===== src/rtl/dma_stop_pkg.sv =====
package dma_stop_pkg;
  localparam int EVW = 16;
  localparam int EV_TXF   = 0;
  localparam int EV_RXF   = 1;
  localparam int EV_TSTOP = 2;
  localparam int EV_RSTOP = 3;
  localparam int NLINES   = 3;

  localparam logic [EVW-1:0] CLS_TX  = 16'h0001;
  localparam logic [EVW-1:0] CLS_RX  = 16'h0002;
  localparam logic [EVW-1:0] CLS_ERR = 16'hFFFC;

  // Next event register value: cleared bits drop, newly set bits win.
  function automatic logic [EVW-1:0] ev_update(input logic [EVW-1:0] q,
                                               input logic [EVW-1:0] clr,
                                               input logic [EVW-1:0] set);
    return (q & ~clr) | set;
  endfunction

  // Next level of a sticky line.
  function automatic logic line_update(input logic cur,
                                       input logic set_hit,
                                       input logic clr_wr,
                                       input logic remain);
    return set_hit | (cur & ~(clr_wr & ~remain));
  endfunction

  function automatic logic [EVW-1:0] class_of(input int idx);
    return (idx == 0) ? CLS_TX : (idx == 1) ? CLS_RX : CLS_ERR;
  endfunction
endpackage


===== src/rtl/dma_stop_dir.sv =====
module dma_stop_dir (
  input  logic clk,
  input  logic rst_n,
  input  logic wr,
  input  logic req_bit,
  input  logic busy,
  output logic req_q,
  output logic stopped,
  output logic done
);
  logic pend_q;
  logic pend_n;

  always_comb begin
    done   = ~busy & (wr ? req_bit : pend_q);
    pend_n = wr ? (req_bit & busy) : (pend_q & busy);
  end

  always_ff @(posedge clk or negedge rst_n) begin
    if (!rst_n) begin
      req_q   <= 1'b0;
      pend_q  <= 1'b0;
      stopped <= 1'b0;
    end else begin
      pend_q <= pend_n;
      if (wr) req_q <= req_bit;
      if (wr && !req_bit) stopped <= 1'b0;
      else if (done)      stopped <= 1'b1;
    end
  end
endmodule


===== src/rtl/dma_stop_evt.sv =====
module dma_stop_evt
  import dma_stop_pkg::*;
(
  input  logic                clk,
  input  logic                rst_n,
  input  logic                clr_wr,
  input  logic [EVW-1:0]      clr_data,
  input  logic [EVW-1:0]      set_vec,
  input  logic [EVW-1:0]      mask,
  output logic [EVW-1:0]      evt_q,
  output logic [NLINES-1:0]   irq_q
);
  logic [EVW-1:0] clr_eff;
  logic [EVW-1:0] evt_n;

  always_comb begin
    clr_eff = clr_wr ? clr_data : '0;
    evt_n   = ev_update(evt_q, clr_eff, set_vec);
  end

  always_ff @(posedge clk or negedge rst_n) begin
    if (!rst_n) evt_q <= '0;
    else        evt_q <= evt_n;
  end

  for (genvar g = 0; g < NLINES; g++) begin : g_line
    localparam logic [EVW-1:0] CLS = class_of(g);
    logic hit;
    logic remain;
    always_comb begin
      hit    = |(set_vec & mask & CLS);
      remain = |(evt_n & CLS);
    end
    always_ff @(posedge clk or negedge rst_n) begin
      if (!rst_n) irq_q[g] <= 1'b0;
      else        irq_q[g] <= line_update(irq_q[g], hit, clr_wr, remain);
    end
  end
endmodule


===== src/rtl/dma_stop_poll.sv =====
module dma_stop_poll #(
  parameter int unsigned PERIOD = 1000
) (
  input  logic clk,
  input  logic rst_n,
  input  logic wr,
  input  logic wait_bit,
  input  logic hold,
  output logic expire,
  output logic pulse
);
  localparam int unsigned CW = (PERIOD < 2) ? 1 : $clog2(PERIOD);
  localparam logic [CW-1:0] LAST = CW'(PERIOD - 1);

  logic          armed;
  logic [CW-1:0] cnt;

  always_comb expire = armed & ~wr & (cnt == LAST);

  always_ff @(posedge clk or negedge rst_n) begin
    if (!rst_n) begin
      armed <= 1'b0;
      cnt   <= '0;
      pulse <= 1'b0;
    end else begin
      pulse <= expire & ~hold;
      if (wr) begin
        armed <= ~wait_bit;
        cnt   <= '0;
      end else if (expire) begin
        cnt <= '0;
      end else if (armed) begin
        cnt <= cnt + 1'b1;
      end
    end
  end
endmodule


===== src/rtl/dma_stop_irq_ctrl.sv =====
module dma_stop_irq_ctrl
  import dma_stop_pkg::*;
#(
  parameter int unsigned CLK_HZ  = 100_000_000,
  parameter int unsigned POLL_US = 10_000
) (
  input  logic           clk,
  input  logic           rst_n,
  input  logic           ctl_wr,
  input  logic           ctl_tx_stop,
  input  logic           ctl_rx_stop,
  input  logic           ctl_wait,
  input  logic           tx_busy,
  input  logic           rx_busy,
  input  logic [15:0]    evt_src,
  input  logic           evt_clr_wr,
  input  logic [15:0]    evt_clr_data,
  input  logic [15:0]    evt_mask,
  output logic [15:0]    evt_q,
  output logic           irq_tx,
  output logic           irq_rx,
  output logic           irq_err,
  output logic           tx_stopped,
  output logic           rx_stopped,
  output logic           poll_pulse
);
  localparam int unsigned PER_US      = (CLK_HZ / 1_000_000 < 1) ? 1 : CLK_HZ / 1_000_000;
  localparam int unsigned RAW_CYCLES  = PER_US * POLL_US;
  localparam int unsigned POLL_CYCLES = (RAW_CYCLES < 2) ? 2 : RAW_CYCLES;

  // direction 0 = transmit, 1 = receive
  logic [1:0] req_bits, busy_v, req_q, stopped_v, done_v;
  logic       tx_done, rx_done, tx_req, poll_expire;
  logic [EVW-1:0] set_vec;
  logic [NLINES-1:0] irq_v;

  assign req_bits = {ctl_rx_stop, ctl_tx_stop};
  assign busy_v   = {rx_busy, tx_busy};

  for (genvar d = 0; d < 2; d++) begin : g_dir
    dma_stop_dir u_dir (
      .clk     (clk),
      .rst_n   (rst_n),
      .wr      (ctl_wr),
      .req_bit (req_bits[d]),
      .busy    (busy_v[d]),
      .req_q   (req_q[d]),
      .stopped (stopped_v[d]),
      .done    (done_v[d])
    );
  end

  assign tx_done = done_v[0];
  assign rx_done = done_v[1];
  assign tx_req  = req_q[0];

  always_comb begin
    set_vec           = evt_src;
    set_vec[EV_TSTOP] = evt_src[EV_TSTOP] | tx_done;
    set_vec[EV_RSTOP] = evt_src[EV_RSTOP] | rx_done;
  end

  dma_stop_evt u_evt (
    .clk      (clk),
    .rst_n    (rst_n),
    .clr_wr   (evt_clr_wr),
    .clr_data (evt_clr_data),
    .set_vec  (set_vec),
    .mask     (evt_mask),
    .evt_q    (evt_q),
    .irq_q    (irq_v)
  );

  dma_stop_poll #(.PERIOD(POLL_CYCLES)) u_poll (
    .clk      (clk),
    .rst_n    (rst_n),
    .wr       (ctl_wr),
    .wait_bit (ctl_wait),
    .hold     (tx_req),
    .expire   (poll_expire),
    .pulse    (poll_pulse)
  );

  assign irq_tx     = irq_v[0];
  assign irq_rx     = irq_v[1];
  assign irq_err    = irq_v[2];
  assign tx_stopped = stopped_v[0];
  assign rx_stopped = stopped_v[1];
endmodule


===== config.mk =====
export PLATFORM = sky130hd
export DESIGN_NAME = dma_stop_irq_ctrl
export DESIGN_NICKNAME = d
export VERILOG_FILES = /design/src/rtl/dma_stop_pkg.sv /design/src/rtl/dma_stop_dir.sv /design/src/rtl/dma_stop_evt.sv /design/src/rtl/dma_stop_poll.sv /design/src/rtl/dma_stop_irq_ctrl.sv
export SDC_FILE = /design/constraint.sdc
export NUM_CORES = 1
export LEC_CHECK = 0
export ABC_AREA = 1
export BUFFER_PORTS_ARGS = -buffer_cell sky130_fd_sc_hd__buf_4
export CORE_ASPECT_RATIO = 1.1
export CORE_MARGIN = 2
export CORE_UTILIZATION = 52
export CTS_BUF_LIST = sky130_fd_sc_hd__clkbuf_8
export CTS_CLUSTER_DIAMETER = 50
export CTS_CLUSTER_SIZE = 16
export DETAILED_ROUTE_END_ITERATION = 6
export PLACE_DENSITY = 0.82
export SYNTH_ARGS = -nofsm -noshare
export SYNTH_HDL_FRONTEND = slang
export SYNTH_SLANG_ARGS = --single-unit

===== constraint.sdc =====
create_clock -name clk -period 4.3 [get_ports clk]
set_input_delay 1.29 -clock clk [delete_from_list [all_inputs] [get_ports clk]]
set_output_delay 1.29 -clock clk [all_outputs]
set_load 0.01 [all_outputs]

# == Word-level counts from Yosys, hierarchy flattened ==
# Cells that the tools add are included.
# totals
elab_cells,70
output_inout_bits,22
regBits,46
in_bits,57
# classes
addsub,1
reduce_logical,9
muxes,12
eq_ne,1
n_bitwise,35
# ops
operator,n
$mux 20,3
$and 16x16->16,2
$reduce_or 14->1,2
$add 20x1->20 const B,1
$eq 20x20->1 const B,1
$mux 16,1
$not 16->16,1
$or 16x16->16,1
$and 1x1->1,15
$not 1->1,11
$mux 1,8
$or 1x1->1,5
$reduce_bool 2->1,2
$reduce_bool 3->1,1
$logic_and 1x1->1,2
$logic_not 1->1,2

# == Logic depth before layout (Yosys ltp) ==
# Gate-level depths: netlist of the first run.
# logic_depth
word_depth,10
mapped_depth,10
ltp_nobuf,9

# == Hierarchy ==
# A second synthesis of the first run with hierarchy kept.
# hier_totals
hier_cells,347
area_unflattened_um2,2686.3
# modules_own_cells
mod,area_per_inst_um2,cells_per_inst,seq_area_each_um2,n_inst
dma_stop_poll,1437.6,195,550.5,1
dma_stop_evt,948.4,114,475.5,1
dma_stop_dir,138.9,16,75.1,2
dma_stop_irq_ctrl,22.5,6,0.0,1

# == Worst setup path after synthesis of the first run ==
# No wires, ideal clock.
# synth_path
path_kind,in2reg
from,input ctl_wr
to,register u_evt.irq_q[2]
path_buffers,1
slack_ns,2.095
stages,8
arrival_ns,2.087
setup_time_ns,0.117
required_time_ns,4.183
path_cell_list,clkbuf_2 or2_1 nand3_1 nand3_1 nor2_1 nand3_1 nand2_1 nand2_1
# synth_via
elab_chain_len,10
elab_cells_between_ends,15
cone_classes,2 x mux; 11 x bitwise; 2 x reduce/logical
# synth_rtl
item,line,rtl
from (decl),dma_stop_irq_ctrl.sv:9,"input logic ctl_wr,"
$mux 1,dma_stop_dir.sv:15,done = ~busy & (wr ? req_bit : pend_q);
$and 1x1->1,dma_stop_dir.sv:15,
$or 1x1->1,dma_stop_irq_ctrl.sv:59,set_vec[EV_TSTOP] = evt_src[EV_TSTOP] | tx_done;
$or 16x16->16,dma_stop_pkg.sv:17,return (q & ~clr) | set;
net u_evt.evt_n[2],dma_stop_evt.sv:14,logic [EVW-1:0] evt_n;
$reduce_or 14->1,dma_stop_evt.sv:32,remain = |(evt_n & CLS);
$not 1->1,dma_stop_pkg.sv:25,return set_hit | (cur & ~(clr_wr & ~remain));
$and 1x1->1,dma_stop_pkg.sv:25,
$not 1->1,dma_stop_pkg.sv:25,
$and 1x1->1,dma_stop_pkg.sv:25,
$or 1x1->1,dma_stop_pkg.sv:25,
"to (signal, indexed assignment)",dma_stop_evt.sv:36,"else irq_q[g] <= line_update(irq_q[g], hit, clr_wr, remain);"
to (decl),dma_stop_evt.sv:11,output logic [NLINES-1:0] irq_q
# The timed path passes the listed nets, and every way through them passes these cells.
# A chain may end at the register's enable or synchronous reset.

# == Worst setup path after layout of the first run ==
# layout_path
from,register u_evt.irq_q[2]
to,output irq_err
# layout_lines
item,line,rtl
to (decl),dma_stop_irq_ctrl.sv:22,"output logic irq_err,"
# No word-level cell between the ends.

==> impl_metrics.yaml, run 1 <==
status:
  run_status: "completed"
worst_setup_path:
  cp.depth: 1
  critPathMaxFanout: 2
  worstReg2RegStart: "u_poll.cnt[0]$_DFFE_PN0P_"
  cp-end-kind: "primary output"
  r2r_slack_ns: 2.66
  timing.rr.end: "u_poll.cnt[16]$_DFFE_PN0P_"
  critPathRequiredTime_ns: 3.01
  crit_type: "register to primary output"
  critPathTopFamily: "flip-flops"
  arrival_ns: 0.86
  crit_path_top_delay_cell: "dfrtp_1"
  cp_cell_sequence: "buf_4"
  cpPeakStageDelay_ns: 0.41
  crit_buf_inv: 1
  start_kind: "register"
  r2r_cells: 8
clock_tree:
  cts_max_level: 2
  clock_path_buffers: 2
  clock_latency_ns: 0.30
  cts.sinks: 46
  clk_pin_slew_ns: 0.09
  holdBufCountCts: 0
  cts_resized: 0
  cts_setup_buffers: 0
  root_buffer: "clkbuf_8"
  cts_made_buffers: 5
  cts_tree: "done"
synth:
  synth_nets: 381
  synth_xor_area_frac: 0.0215
  synth_async_sr_flop_share: 1.00
  netlist_area_mm2: 0.00245
  synth_seq_area_share: 0.470
  muxShareOfSynthArea: 0
  synth_compound_area_frac: 0.0890
  synthAdderAreaFrac: 0.00511
  synth-simple-area-share: 0.329
  synthDistinctLibCells: 31
  ys_seq_elements: 46
  yosysWarningCount: 0
  synthCells: 323
  synth_edf_count: 0
  synth_top_family_by_area: "simple AND/OR/NAND/NOR gates"
  synth_flop_cell: "dfrtp_1"
  postSynthAreaPerCell_um2: 7.58
route:
  wirelength_um: 6100
  via_per_inst: 5.19
  drt_iter0_drc: 119
  dr_total_vias: 2387
  ant_nets: 0
  drc: 0
  dr.pass1.iters: 4
  wl_per_cell_um: 13.3
timing:
  fin_crit_ns: 2.15
  worst_pin_slew_ns: 0.575
  grt_setup_unrepaired: "no"
  finalHoldViolCount: 0
  finalCritPeriodShare: 0.500
  setup_viol: 0
  fmax_mhz: 465
  final_max_slew_viol_count: 0
  finalSetupTns_ns: 0
  hold_ws_ns: 0.484
  relSlewSlack: 0.617
  finClkSkew_ns: 0.00574
layout:
  diodes: 0
  ff_latch_area_mm2: 0.00115
  syn_to_final_growth_pct: 29.1
  drive_gt1_frac: 0.262
  fin_cells: 460
  post-route-util: 0.689
  finalNetCount: 461
  multiInputGateArea_mm2: 0.00109
  nFillCells: 393
global_routing:
  grt_max_degree: 47
  grt_use_total: 0.240
  antenna_found_initial: 0
  grt_pass1_vias: 2365
  grt-ovfl-total: 0
  grt_pass1_wl_um: 10300
min_path:
  hold_path_class: "register to register"
  hold_path_depth: 1
  hold_end: "g_dir[0].u_dir.req_q$_DFFE_PN0P_"
  holdCritStartpoint: "g_dir[0].u_dir.req_q$_DFFE_PN0P_"
power_and_ir_drop:
  power.density_mw_per_mm2: 279
  max-vdd-ir-drop_uv: 186
  p_leak_nw: 1.53
  p_clk_frac: 0.312
  internal_power_mw: 0.652
  power.net_switching_mw: 0.228
  power_frac_seq: 0.528
  switching_share: 0.259
  combPwrFrac: 0.160
place:
  dp.cells: 452
  post-dp-hpwl_um: 4840
  numPortBuffers: 78
  gp_congestion: 0.887
floorplanning:
  chipHeight_um: 76.0
  die_w_um: 69.4
  start_util: 0.534
  rows: 26
  io_pins: 79
  die_area_mm2: 0.00527
  core_mm2: 0.00459
run:
  drv_cap: 0
[layer usage]
metal | track usage | wire (um)
met4 | 0.108 | 158
met2 | 0.409 | 3030
met5 | 0 | 0
met1 | 0.284 | 2470
met3 | 0.0625 | 433
[cell type report]
class                   instances  area share
clock inverters                 2     0.00396
flip-flops and latches         46       0.364
well taps                      56      0.0222
multi-input cells             228       0.345
clock buffers                   6      0.0261
repair buffers                 79       0.188
inverters                      43      0.0511
[synth_stat cells, drive strengths merged, types with 2 or more instances]
library cell	count	area (um^2)
nor3	3	15.0
nand4	8	50.1
nand3	24	140
or2	3	18.8
dfrtp	46	1150
a21boi	3	22.5
xnor2	2	17.5
o21ai	21	105
inv	42	158
xor2	4	35.0
nor2	34	158
a21oi	10	50.1
buf	4	37.5
nand2	108	418
o22ai	4	25.0
clkbuf	2	8.75
[how the worst max path moves through the flow]
| stage | from | to | slack [ns] |
|---|---|---|---|
| global placement | ctl_wr | u_evt.irq_q[2]$_DFF_PN0_ | 2.04 |
| CTS | u_evt.evt_q[6]$_DFF_PN0_ | evt_q[6] | 2.14 |
| finish | u_evt.irq_q[2]$_DFF_PN0_ | irq_err | 2.15 |
| detailed placement | ctl_wr | u_evt.irq_q[2]$_DFF_PN0_ | 1.98 |
| global route | u_evt.evt_q[6]$_DFF_PN0_ | evt_q[6] | 2.12 |
| floorplan | ctl_wr | u_evt.irq_q[2]$_DFF_PN0_ | 2.10 |
[stage by stage]
step | power [mW] | instance area, um^2 | setup WS, ns
floorplan | 0.529 | 2450 | 2.10
global placement | 0.613 | 3060 | 2.04
detailed placement | 0.616 | 3060 | 1.98
CTS | 0.888 | 3160 | 2.14
global route | 0.923 | 3160 | 2.12
finish | 0.880 | 3160 | 2.15
[cells in the final DEF, fill, tap and decap left out, types with 2 or more instances in the layout]
master / instances
a21boi_0: 3
a21oi_1: 10
buf_4: 79
clkbuf_8: 6
dfrtp_1: 46
inv_1: 40
inv_2: 2
nand2_1: 105
nand2_2: 2
nand3_1: 20
nand3_2: 4
nand4_1: 8
nor2_1: 26
nor2_2: 6
nor2_4: 2
nor3_1: 3
o21ai_0: 13
o21ai_1: 8
o22ai_1: 4
or2_2: 2
xnor2_1: 2
xor2_1: 4
[cell families (layout without fill, tap and decap cells)]
group                      Yosys count  after routing
AOI/OAI and AO/OA                   40             40
xor gates and xnor gates             6              6
adders and majority gates            1              1
buffers and inverters               49            130
DFF                                 46             46
and+or+nand+nor                    181            181
[power by group through the flow]
stage,logic (mW),registers [mW],clock network [mW]
floorplan,0.0509,0.478,0
global placement,0.139,0.473,0
detailed placement,0.143,0.473,0
CTS,0.143,0.465,0.280
global route,0.158,0.468,0.297
finish,0.141,0.465,0.275
[state kept, by name (all words and copies together), names as in the netlist]
register / flops
u_poll.cnt: 20
g_dir.u_dir.stopped: 2
u_evt.evt_q: 16
u_poll.pulse: 1
u_evt.irq_q: 3
g_dir.u_dir.pend_q: 2
u_poll.armed: 1
g_dir.u_dir.req_q: 1
(Power assumes the default switching activity.)
==> inputs of run 2 (changes only) <==
--- a/config.mk
+++ b/config.mk
@@ -5,16 +5,16 @@
 export SDC_FILE = /design/constraint.sdc
 export NUM_CORES = 1
 export LEC_CHECK = 0
-export ABC_AREA = 1
+export ABC_AREA = 0
 export BUFFER_PORTS_ARGS = -buffer_cell sky130_fd_sc_hd__buf_4
 export CORE_ASPECT_RATIO = 1.1
 export CORE_MARGIN = 2
-export CORE_UTILIZATION = 52
+export CORE_UTILIZATION = 46
 export CTS_BUF_LIST = sky130_fd_sc_hd__clkbuf_8
 export CTS_CLUSTER_DIAMETER = 50
 export CTS_CLUSTER_SIZE = 16
 export DETAILED_ROUTE_END_ITERATION = 6
-export PLACE_DENSITY = 0.82
+export PLACE_DENSITY = 0.78
 export SYNTH_ARGS = -nofsm -noshare
 export SYNTH_HDL_FRONTEND = slang
 export SYNTH_SLANG_ARGS = --single-unit
==> constraint.sdc (replaced) <==
create_clock -name clk -period 1.9 [get_ports clk]
set_input_delay 0.57 -clock clk [delete_from_list [all_inputs] [get_ports clk]]
set_output_delay 0.57 -clock clk [all_outputs]
set_load 0.01 [all_outputs]
==> run 2 against run 1 <==
  * Sequential share of layout area decreased by 1.9 points
  * Cell count decreased by 11%
  * Critical path type is now primary input to register
  * Power increased by 140%
  * Synthesized cell count decreased by 28%
  * Largest cell class unchanged
  * The run now ends with negative setup slack left
  * Clock skew increased by 0.0059 ns
  * Clock power increased to 2.5 times the previous value
  * Clock-buffer cell count decreased by 1
  * Synthesized area decreased by 8.4%
  * Combinational power increased to 2.8 times the previous value
  * Routed wire length decreased by 3.9%
==> impl_metrics.yaml, run 2 <==
worst_setup_path:
  worstReg2RegStart: "g_dir[1].u_dir.pend_q$_DFF_PN0_"
  crit_type: "primary input to register"
  crit_path_top_delay_cell: "or4_1"
  arrival_ns: 2.27
  cp-end-kind: "register"
  cp_cell_sequence: "buf_8 > mux2i_2 > o211ai_1 > or4_1 > or4_1 > a221o_1"
  r2r_cells: 5
  cpPeakStageDelay_ns: 0.50
  crit_buf_inv: 1
  timing.rr.end: "u_evt.irq_q[2]$_DFF_PN0_"
  critPathRequiredTime_ns: 2.08
  critPathTopFamily: "simple AND/OR/NAND/NOR gates"
  path_common_cell: "or4_1"
  r2r_slack_ns: -0.17
  critPathMaxFanout: 4
  start_kind: "primary input"
  cp-startpoint: "ctl_wr"
global_routing:
  antenna_found_initial: 0
  grt_pass1_vias: 2223
  grt_use_total: 0.223
  grt-ovfl-total: 0
  grt_pass1_wl_um: 9800
  grt_max_degree: 47
synth:
  postSynthAreaPerCell_um2: 9.58
  synth_async_sr_flop_share: 1.00
  yosysWarningCount: 0
  synth_top_cell_area_share: 0.513
  synthCells: 234
  yosysMostFrequentCell: "dfrtp_1"
  synth_seq_area_share: 0.513
  synth_area_leaders: "dfrtp_1 (51%), nand2_1 (4.9%), a21o_1 (4.4%)"
  netlist_area_mm2: 0.00224
  synth_flop_cell: "dfrtp_1"
  synth_nets: 292
  synth_top_area_cell: "dfrtp_1"
  synth_common_cells: "dfrtp_1 (46), nand2_1 (29), nor2_1 (18), a21oi_1 (14)"
  ys_seq_elements: 46
  synthDistinctLibCells: 43
  synth_edf_count: 0
layout:
  post-route-util: 0.712
  layout_commonest_cell: "buf_4"
  nFillCells: 360
  drive_gt1_frac: 0.382
  diodes: 0
  finalNetCount: 410
  final_cell_mix: "buf_4 (115), dfrtp_1 (45), nand2_1 (29)"
  top_regs: "u_poll.cnt x20, u_evt.evt_q x16, u_evt.irq_q x3"
  fin_area_mm2: 0.00333
  largest_reg_flops: 20
  top_register: "u_poll.cnt"
  syn_to_final_growth_pct: 48.7
power_and_ir_drop:
  p_clk_frac: 0.324
  combPwrFrac: 0.185
  switching_share: 0.239
  max-vdd-ir-drop_uv: 522
  internal_power_mw: 1.64
  p_leak_nw: 1.55
  power.net_switching_mw: 0.515
  power_frac_seq: 0.491
  power.density_mw_per_mm2: 646
route:
  drt_iter0_drc: 91
  wl_met2_um: 2940
  dr_total_vias: 2258
  dr.pass1.iters: 4
  routed-wl-met3_um: 476
  topRoutingLayerUsed: "met4"
  drc: 0
  wl_per_cell_um: 14.3
  wirelength_um: 5860
  via_per_inst: 5.52
  wl_met1_um: 2400
  ant_nets: 0
place:
  placed_cell_area_mm2: 0.00316
  gp_congestion: 0.799
  post-dp-hpwl_um: 4530
  numPortBuffers: 78
floorplanning:
  die_w_um: 70.6
  chipHeight_um: 77.2
  io_pins: 79
  die_area_mm2: 0.00545
  start_util: 0.479
  rows: 26
  core_mm2: 0.00468
clock_tree:
  clk_pin_slew_ns: 0.09
  clock_path_buffers: 2
  holdBufCountCts: 0
  clock_latency_ns: 0.30
  cts_max_level: 2
  cts_made_buffers: 5
  cts_tree: "done"
  cts.sinks: 46
  root_buffer: "clkbuf_8"
min_path:
  hold_path_class: "primary input to asynchronous set/reset pin"
timing:
  fmax_mhz: 478
  finalCritPeriodShare: 1.10
  fin_crit_ns: 2.09
  grt_setup_unrepaired: "yes"
  hold_ws_ns: 0.253
  setup_viol: 1
  relSlewSlack: 0.628
  setup_ws_ns: -0.190
  final_max_slew_viol_count: 0
  finClkSkew_ns: 0.0116
  worst_pin_slew_ns: 0.558
  finalHoldViolCount: 0
status:
  run_status: "finished with violations"
  violations: "negative setup slack"
run:
  drv_cap: 0
run 2: cell count changes after synthesis, sizes merged, moves of 13 or more:
cell   before  now
a21o        0   13
inv        42    9
nand2     108   29
nand3      24    8
nor2       34   18
o21ai      21    8
run 2: logic make-up after synthesis:
| logic type | share of synthesized area |
|---|---|
| adders and majority gates | 0.00558 |
| AOI/OAI and AO/OA | 0.213 |
| and+or+nand+nor | 0.211 |
| muxes | 0.0140 |
| buffers and inverters | 0.0307 |
| xor gates and xnor gates | 0.0117 |
| DFF | 0.513 |
run 2: repair_timing:
item / CTS / global route
pin swaps: 2 / 3
setup endpoints to repair: 1 / 6
setup buffers: 1 / 2
gates resized for setup: 3 / 6
run 2: through the flow:
stage	setup slack [ns]	std cells	TNS, ns	power (mW)
floorplan	-0.368	234	-0.368	1.22
global placement	-0.542	398	-0.582	1.46
detailed placement	-0.575	398	-0.615	1.47
CTS	-0.198	407	-0.198	2.17
global route	-0.277	409	-0.393	2.26
finish	-0.190	409	-0.190	2.15
run 2: layout make-up:
type                       count  area, um^2  area share
clock buffer                   5        68.8      0.0206
clock inverter                 3        41.3      0.0124
inverter                       9        33.8      0.0101
multi-input combinational    171        1050       0.314
sequential                    46        1150       0.346
tap                           56        70.1      0.0210
timing repair buffer         119         921       0.276
run 2: layer usage:
layer  vias up  GRT usage
met1      1073      0.270
met5         -          0
met2        76      0.393
met3         5     0.0618
met4         0     0.0547
li1       1104          -
run 2: how the worst max path moves through the flow:
stage | end | slack [ns] | depth (start not counted)
after CTS | u_evt.irq_q[2]$_DFF_PN0_ | -0.20 | 6
after global routing | u_evt.irq_q[2]$_DFF_PN0_ | -0.28 | 5
after global placement | u_evt.irq_q[2]$_DFF_PN0_ | -0.54 | 6
final | u_evt.irq_q[2]$_DFF_PN0_ | -0.19 | 6
after floorplan | u_evt.irq_q[2]$_DFF_PN0_ | -0.37 | 5
after detailed placement | u_evt.irq_q[2]$_DFF_PN0_ | -0.58 | 6
run 2: power groups by stage:
stage | Sequential (mW) | Combinational (mW) | Clock [mW]
finish | 1.06 | 0.398 | 0.698
floorplan | 1.09 | 0.123 | 0
detailed placement | 1.08 | 0.392 | 0
global placement | 1.08 | 0.386 | 0
global route | 1.07 | 0.437 | 0.754
CTS | 1.06 | 0.397 | 0.714
